File: config.mk
export PLATFORM = sky130hd
export DESIGN_NAME = uart_fifo_rdy
export DESIGN_NICKNAME = d
export VERILOG_FILES = /design/src/rtl/uart_rdy_pkg.sv /design/src/rtl/uart_rdy_thresh.sv /design/src/rtl/uart_rdy_rx_fsm.sv /design/src/rtl/uart_rdy_tx_fsm.sv /design/src/rtl/uart_fifo_rdy.sv
export SDC_FILE = /design/constraint.sdc
export NUM_CORES = 1
export LEC_CHECK = 0
export ABC_AREA = 0
export BUFFER_PORTS_ARGS = -buffer_cell sky130_fd_sc_hd__buf_2
export CAP_MARGIN = 15
export CORE_AREA = 2 2 39 41
export DETAILED_ROUTE_END_ITERATION = 8
export DIE_AREA = 0 0 41 43
export PLACE_DENSITY = 0.71
export SYNTH_ARGS = -nofsm -noshare
export SYNTH_HDL_FRONTEND = slang
export SYNTH_SLANG_ARGS = --single-unit
File: constraint.sdc
create_clock -name clk -period 1.78 [get_ports clk]
set_clock_uncertainty 0.05 [all_clocks]
set_input_delay 0.356 -clock clk [delete_from_list [all_inputs] [get_ports clk]]
set_output_delay 0.356 -clock clk [all_outputs]
set_load 0.05 [all_outputs]
File: src/rtl/uart_rdy_pkg.sv
package uart_rdy_pkg;

    // Receive pin states: RX_IDLE drives the pin high, RX_READY drives it low.
    typedef enum logic {
        RX_IDLE  = 1'b0,
        RX_READY = 1'b1
    } rx_state_e;

    // Transmit pin states: TX_READY drives the pin low, TX_WAIT drives it high.
    typedef enum logic {
        TX_READY = 1'b0,
        TX_WAIT  = 1'b1
    } tx_state_e;

    // Trigger-select encodings.
    localparam logic [1:0] TRIG_ONE     = 2'b00;
    localparam logic [1:0] TRIG_QUARTER = 2'b01;
    localparam logic [1:0] TRIG_HALF    = 2'b10;
    localparam logic [1:0] TRIG_NEAR    = 2'b11;

endpackage

File: src/rtl/uart_rdy_thresh.sv
module uart_rdy_thresh
    import uart_rdy_pkg::*;
#(
    parameter int DEPTH = 16,
    parameter int CW    = $clog2(DEPTH + 1)
) (
    input  logic          fifo_en,
    input  logic          mode_sel,
    input  logic [1:0]    trig_sel,
    input  logic          char_timeout,
    input  logic [CW-1:0] rx_count,
    input  logic [CW-1:0] tx_count,
    input  logic          rx_pop,
    input  logic          tx_push,
    output logic [CW-1:0] rx_next,
    output logic [CW-1:0] tx_next,
    output logic [CW-1:0] rx_level,
    output logic          mode1,
    output logic          rx_avail
);

    localparam logic [CW-1:0] LVL_ONE     = CW'(1);
    localparam logic [CW-1:0] LVL_QUARTER = CW'(DEPTH / 4);
    localparam logic [CW-1:0] LVL_HALF    = CW'(DEPTH / 2);
    localparam logic [CW-1:0] LVL_NEAR    = CW'(DEPTH - 2);
    localparam logic [CW-1:0] CAP_FIFO    = CW'(DEPTH);
    localparam logic [CW-1:0] CAP_HOLD    = CW'(1);

    logic [CW-1:0] tx_cap;

    assign mode1  = fifo_en & mode_sel;
    assign tx_cap = fifo_en ? CAP_FIFO : CAP_HOLD;

    // Trigger decode; holding-register operation forces one character.
    always_comb begin
        if (!fifo_en) begin
            rx_level = LVL_ONE;
        end else begin
            unique case (trig_sel)
                TRIG_ONE:     rx_level = LVL_ONE;
                TRIG_QUARTER: rx_level = LVL_QUARTER;
                TRIG_HALF:    rx_level = LVL_HALF;
                TRIG_NEAR:    rx_level = LVL_NEAR;
                default:      rx_level = LVL_ONE;
            endcase
        end
    end

    // Occupancy after this cycle's strobes.
    always_comb begin
        rx_next = rx_count;
        if (rx_pop && (rx_count != '0)) rx_next = rx_count - CW'(1);
        tx_next = tx_count;
        if (tx_push && (tx_count < tx_cap)) tx_next = tx_count + CW'(1);
    end

    assign rx_avail = (rx_count >= rx_level) | char_timeout;

endmodule

File: src/rtl/uart_rdy_rx_fsm.sv
module uart_rdy_rx_fsm
    import uart_rdy_pkg::*;
#(
    parameter int CW = 5
) (
    input  logic          clk,
    input  logic          rst_n,
    input  logic          mode1,
    input  logic          char_timeout,
    input  logic [CW-1:0] rx_next,
    input  logic [CW-1:0] rx_level,
    output logic          rx_rdy_n
);

    rx_state_e state_q, state_d;
    logic      held, armed;

    assign held  = (rx_next != '0);
    assign armed = held & (~mode1 | (rx_next >= rx_level) | char_timeout);

    always_ff @(posedge clk or negedge rst_n) begin
        if (!rst_n) state_q <= RX_IDLE;
        else        state_q <= state_d;
    end

    always_comb begin
        state_d = state_q;
        unique case (state_q)
            RX_IDLE:  if (armed) state_d = RX_READY;  // rx_arm
            RX_READY: if (!held) state_d = RX_IDLE;   // rx_drain
            default:  state_d = RX_IDLE;
        endcase
    end

    always_comb begin
        rx_rdy_n = (state_q != RX_READY);
    end

endmodule

File: src/rtl/uart_rdy_tx_fsm.sv
module uart_rdy_tx_fsm
    import uart_rdy_pkg::*;
#(
    parameter int DEPTH = 16,
    parameter int CW    = $clog2(DEPTH + 1)
) (
    input  logic          clk,
    input  logic          rst_n,
    input  logic          mode1,
    input  logic [CW-1:0] tx_next,
    output logic          tx_rdy_n
);

    localparam logic [CW-1:0] FULL = CW'(DEPTH);

    tx_state_e state_q, state_d;
    logic      empty, loaded;

    assign empty  = (tx_next == '0);
    assign loaded = ~empty & (~mode1 | (tx_next == FULL));

    always_ff @(posedge clk or negedge rst_n) begin
        if (!rst_n) state_q <= TX_READY;
        else        state_q <= state_d;
    end

    always_comb begin
        state_d = state_q;
        unique case (state_q)
            TX_READY: if (loaded) state_d = TX_WAIT;   // tx_load
            TX_WAIT:  if (empty)  state_d = TX_READY;  // tx_empty
            default:  state_d = TX_READY;
        endcase
    end

    always_comb begin
        tx_rdy_n = (state_q == TX_WAIT);
    end

endmodule

File: src/rtl/uart_fifo_rdy.sv
module uart_fifo_rdy
    import uart_rdy_pkg::*;
#(
    parameter int FIFO_DEPTH = 16,
    localparam int CW        = $clog2(FIFO_DEPTH + 1)
) (
    input  logic          clk,
    input  logic          rst_n,
    input  logic          fifo_en,
    input  logic          mode_sel,
    input  logic [1:0]    trig_sel,
    input  logic          char_timeout,
    input  logic [CW-1:0] rx_count,
    input  logic [CW-1:0] tx_count,
    input  logic          rx_pop,
    input  logic          tx_push,
    output logic          rx_rdy_n,
    output logic          tx_rdy_n,
    output logic          rx_avail
);

    logic [CW-1:0] rx_next, tx_next, rx_level;
    logic          mode1;

    uart_rdy_thresh #(.DEPTH(FIFO_DEPTH), .CW(CW)) u_thresh (
        .fifo_en      (fifo_en),
        .mode_sel     (mode_sel),
        .trig_sel     (trig_sel),
        .char_timeout (char_timeout),
        .rx_count     (rx_count),
        .tx_count     (tx_count),
        .rx_pop       (rx_pop),
        .tx_push      (tx_push),
        .rx_next      (rx_next),
        .tx_next      (tx_next),
        .rx_level     (rx_level),
        .mode1        (mode1),
        .rx_avail     (rx_avail)
    );

    uart_rdy_rx_fsm #(.CW(CW)) u_rx (
        .clk          (clk),
        .rst_n        (rst_n),
        .mode1        (mode1),
        .char_timeout (char_timeout),
        .rx_next      (rx_next),
        .rx_level     (rx_level),
        .rx_rdy_n     (rx_rdy_n)
    );

    uart_rdy_tx_fsm #(.DEPTH(FIFO_DEPTH), .CW(CW)) u_tx (
        .clk          (clk),
        .rst_n        (rst_n),
        .mode1        (mode1),
        .tx_next      (tx_next),
        .tx_rdy_n     (tx_rdy_n)
    );

endmodule

==> results.tsv <==
stage	metric	value	unit
layout	nNetsFinal	154	
logic_synthesis	syn_nets	104	
place	dp_hpwl	1.36	mm
sta	fmax	0.486	GHz
critical_path	r2r-end	u_tx.tx_rdy_n$_DFF_PN0_	
critical_path	critPathKind	in -> reg	
run_status	run_status	finished, violations left	
layout	fin_cells	138	
floorplan	start_util	0.412	
logic_synthesis	synthCells	74	
critical_path	rr_worst_depth	3	
floorplan	die_w	41	µm
sta	grt_setup_unrepaired	yes	
logic_synthesis	synthMuxAreaShare	0	
route	drc	0	
critical_path	start_kind	primary input	
sta	worst_slack	-0.279	ns
critical_path	path_max_fanout	4	
logic_synthesis	synth_xor_area_frac	0.0461	
critical_path	crit_chain	buf_12 -> inv_16 -> ha_4 -> or4b_4 -> nand2_4 -> xnor2_2 -> ha_1 -> nand2b_4 -> a211oi_2 -> o21ai_1 -> a21bo_1	
critical_path	critPathCaptureType	flip-flop	
logic_synthesis	synth_top_area_frac	0.241	
place	placed_cells	132	
floorplan	ioPinCount	22	
clock_network	clk_latency	0.21	ns
critical_path	critPathTopFamily	simple AND/OR/NAND/NOR gates	
route	ant_nets	0	
place	port_buffers	21	
global_routing	grt_pass1_wl	2.62	mm
clock_network	cts_root_buf	clkbuf_4	
sta	min_period	2.06	ns
route	wirelength	1.72	mm
logic_synthesis	ys_seq_area_frac	0.0877	
sta	final-setup-viol-count	2	
layout	drive_above_1_share	0.566	
critical_path	r2r_start	u_tx.tx_rdy_n$_DFF_PN0_	
critical_path	ff2ff_setup_slack	0.67	ns
route	post_drt_wl_per_cell	12.4	µm
logic_synthesis	synthTopCellsByArea	ha_1 24%, dfrtp_1 8.8%, nand2b_1 6.6%	
floorplan	die_h	43	µm
layout	n_fill_cell	110	
logic_synthesis	yosys_register_bits	2	
logic_synthesis	async_flop_share	1.00	
global_routing	antenna_found_initial	0	
sta	worst_pin_slew	0.302	ns
sta	fin_crit_sh	1.16	
critical_path	max_stage_delay	0.49	ns
global_routing	grt.overflow.total	0	
clock_network	cts_sinks	2	
clock_network	clk_pin_slew	0.03	ns
clock_network	cts_buffers	3	
layout	syn2layout_area_growth	84.9	%
route	first_pass_iters	6	
floorplan	die_area	0.00176	mm²
layout	stdcell_area	0.00105	mm²
global_routing	grt_max_degree	8	
logic_synthesis	synthAdderAreaFrac	0.241	
route	viasPerCell	5.49	
logic_synthesis	yosysWarningCount	0	
pwr	peakVddDrop	0.230	mV
logic_synthesis	synth_compound_area_frac	0.268	
global_routing	grt_use_total	0.212	
logic_synthesis	synth_flop_cell	dfrtp_1	
sta	slew_viol_final	0	
logic_synthesis	avgSynthCellArea	7.71	µm²
route	drt_iter0_markers	11	
logic_synthesis	synth_top_family_by_area	simple AND/OR/NAND/NOR gates	
sta	fin_setup_tns	-0.510	ns
sta	hold_violations	0	
pwr	p_per_area	361	mW/mm²
logic_synthesis	syn-cell-area	571	µm²
floorplan	fp-row-count	14	
clock_network	cts-htree-levels	1	
place	dp_slack	-0.610	ns
logic_synthesis	ys_types	30	
run_status	violations	setup timing	
critical_path	arrival	2.11	ns
global_routing	grt_pass1_vias	745	
sta	maxSlewHeadroom	0.797	
clock_network	cts_tree	yes	
critical_path	crit_buf_inv	2	
layout	n_antenna_cell	0	
place	gp_congestion	0.799	
route	vias	757	
worst_hold_path	hp-class	in -> async	
place	dpl_cell_area	917	µm²
run	max_cap_viol_count	0	
clock_network	cts_max_path_buffers	2	
critical_path	worstPathRequired	1.84	ns
logic_synthesis	synth_top_area_cell	ha_1	
pwr	p_leak	0.483	nW
pwr	report.power.total	0.380	mW
critical_path	critPathSlowestCell	or4b_4	
logic_synthesis	synth-simple-area-share	0.318	
logic_synthesis	synth-edff-count	0	
floorplan	design.core.area	0.00138	mm²
report_power, final:
part | switching [mW] | internal, mW
Combinational | 0.112 | 0.124
Sequential | 0.00151 | 0.0480
Clock | 0.0209 | 0.0739
cell usage in the layout (no fill, tap or decap), types with 2 or more instances in the layout:
cell,count
buf_4,22
buf_2,18
ha_1,8
nand2b_4,2
clkbuf_4,3
nor4_2,2
nor3b_1,2
nor3_1,2
a211oi_2,2
nor4_1,2
or2_2,2
a21oi_1,3
dfrtp_1,2
buf_6,3
ha_4,2
inv_1,4
nand2b_1,4
nand2_1,5
a211oi_1,2
o21ai_0,3
stage by stage:
| stage | hold slack (ns) | utilization |
|---|---|---|
| floorplan | 0.0104 | - |
| global placement | 0.0942 | 0.663 |
| detailed placement | 0.0926 | 0.663 |
| CTS | 0.410 | 0.721 |
| global route | 0.433 | 0.762 |
| finish | 0.408 | 0.762 |
how the worst max path moves through the flow:
stage                startpoint                     end  slack, ns  depth (start not counted)
detailed placement  rx_count[0]  u_rx.state_q$_DFF_PN0_      -0.61                         11
global route        rx_count[0]  u_rx.state_q$_DFF_PN0_      -0.38                         11
global placement    rx_count[0]  u_rx.state_q$_DFF_PN0_      -0.57                         11
CTS                 rx_count[0]  u_rx.state_q$_DFF_PN0_      -0.29                         11
finish              rx_count[0]  u_rx.state_q$_DFF_PN0_      -0.28                         11
floorplan           rx_count[0]  u_rx.state_q$_DFF_PN0_      -0.35                         10
worst register-to-register path: cells and delay by family, from the launching register on:
kind,cells,cell delay (ns)
AND/OR/NAND/NOR,1,0.16
flip-flops,1,0.37
AO/OA/AOI/OAI,2,0.41
layer usage:
layer / part of all wire / global-route usage
met4: 0.026 / 0.0933
met3: 0.037 / 0.0209
met1: 0.40 / 0.196
met5: 0 / 0
met2: 0.53 / 0.413
final cells by class:
type / instances / area [µm²] / share of cell area
clock buffer: 3 / 22.5 / 0.0214
inverter: 6 / 46.3 / 0.0439
tap: 16 / 20.0 / 0.0190
multi-input combinational: 66 / 597 / 0.566
sequential: 2 / 50.0 / 0.0474
timing repair buffer: 45 / 319 / 0.302
synth_stat cells (2+ instances only):
library cell and instances:
inv_1 6, a21oi_1 4, a211oi_1 3, nand2_1 6, nor4_1 4, nor3_1 2, xnor2_1 2, nand3_1 2
nand2b_1 6, o21ai_0 6, dfrtp_1 2, nor3b_1 2, or2_2 2, ha_1 11
registers in the layout (all words and copies together), names as in the netlist:
signal / count
u_tx.tx_rdy_n: 1
u_rx.state_q: 1
cells by family (layout without fill, tap and decap cells):
kind of cell    after synthesis  after routing
xor+xnor                      3              3
buf+inv                       6             54
flops                         2              2
fa+ha+maj                    11             11
simple gates                 30             30
compound gates               22             22
timing repair:
item | CTS | global route
hold buffers | 1 | 0
endpoints found under the setup margin | 2 | 2
endpoints found under the hold margin | 2 | 0
resized for setup | 14 | 6
pin swaps | 4 | 5
buffers inserted | 0 | 2
No activity file was read; power rests on OpenSTA's default activity.
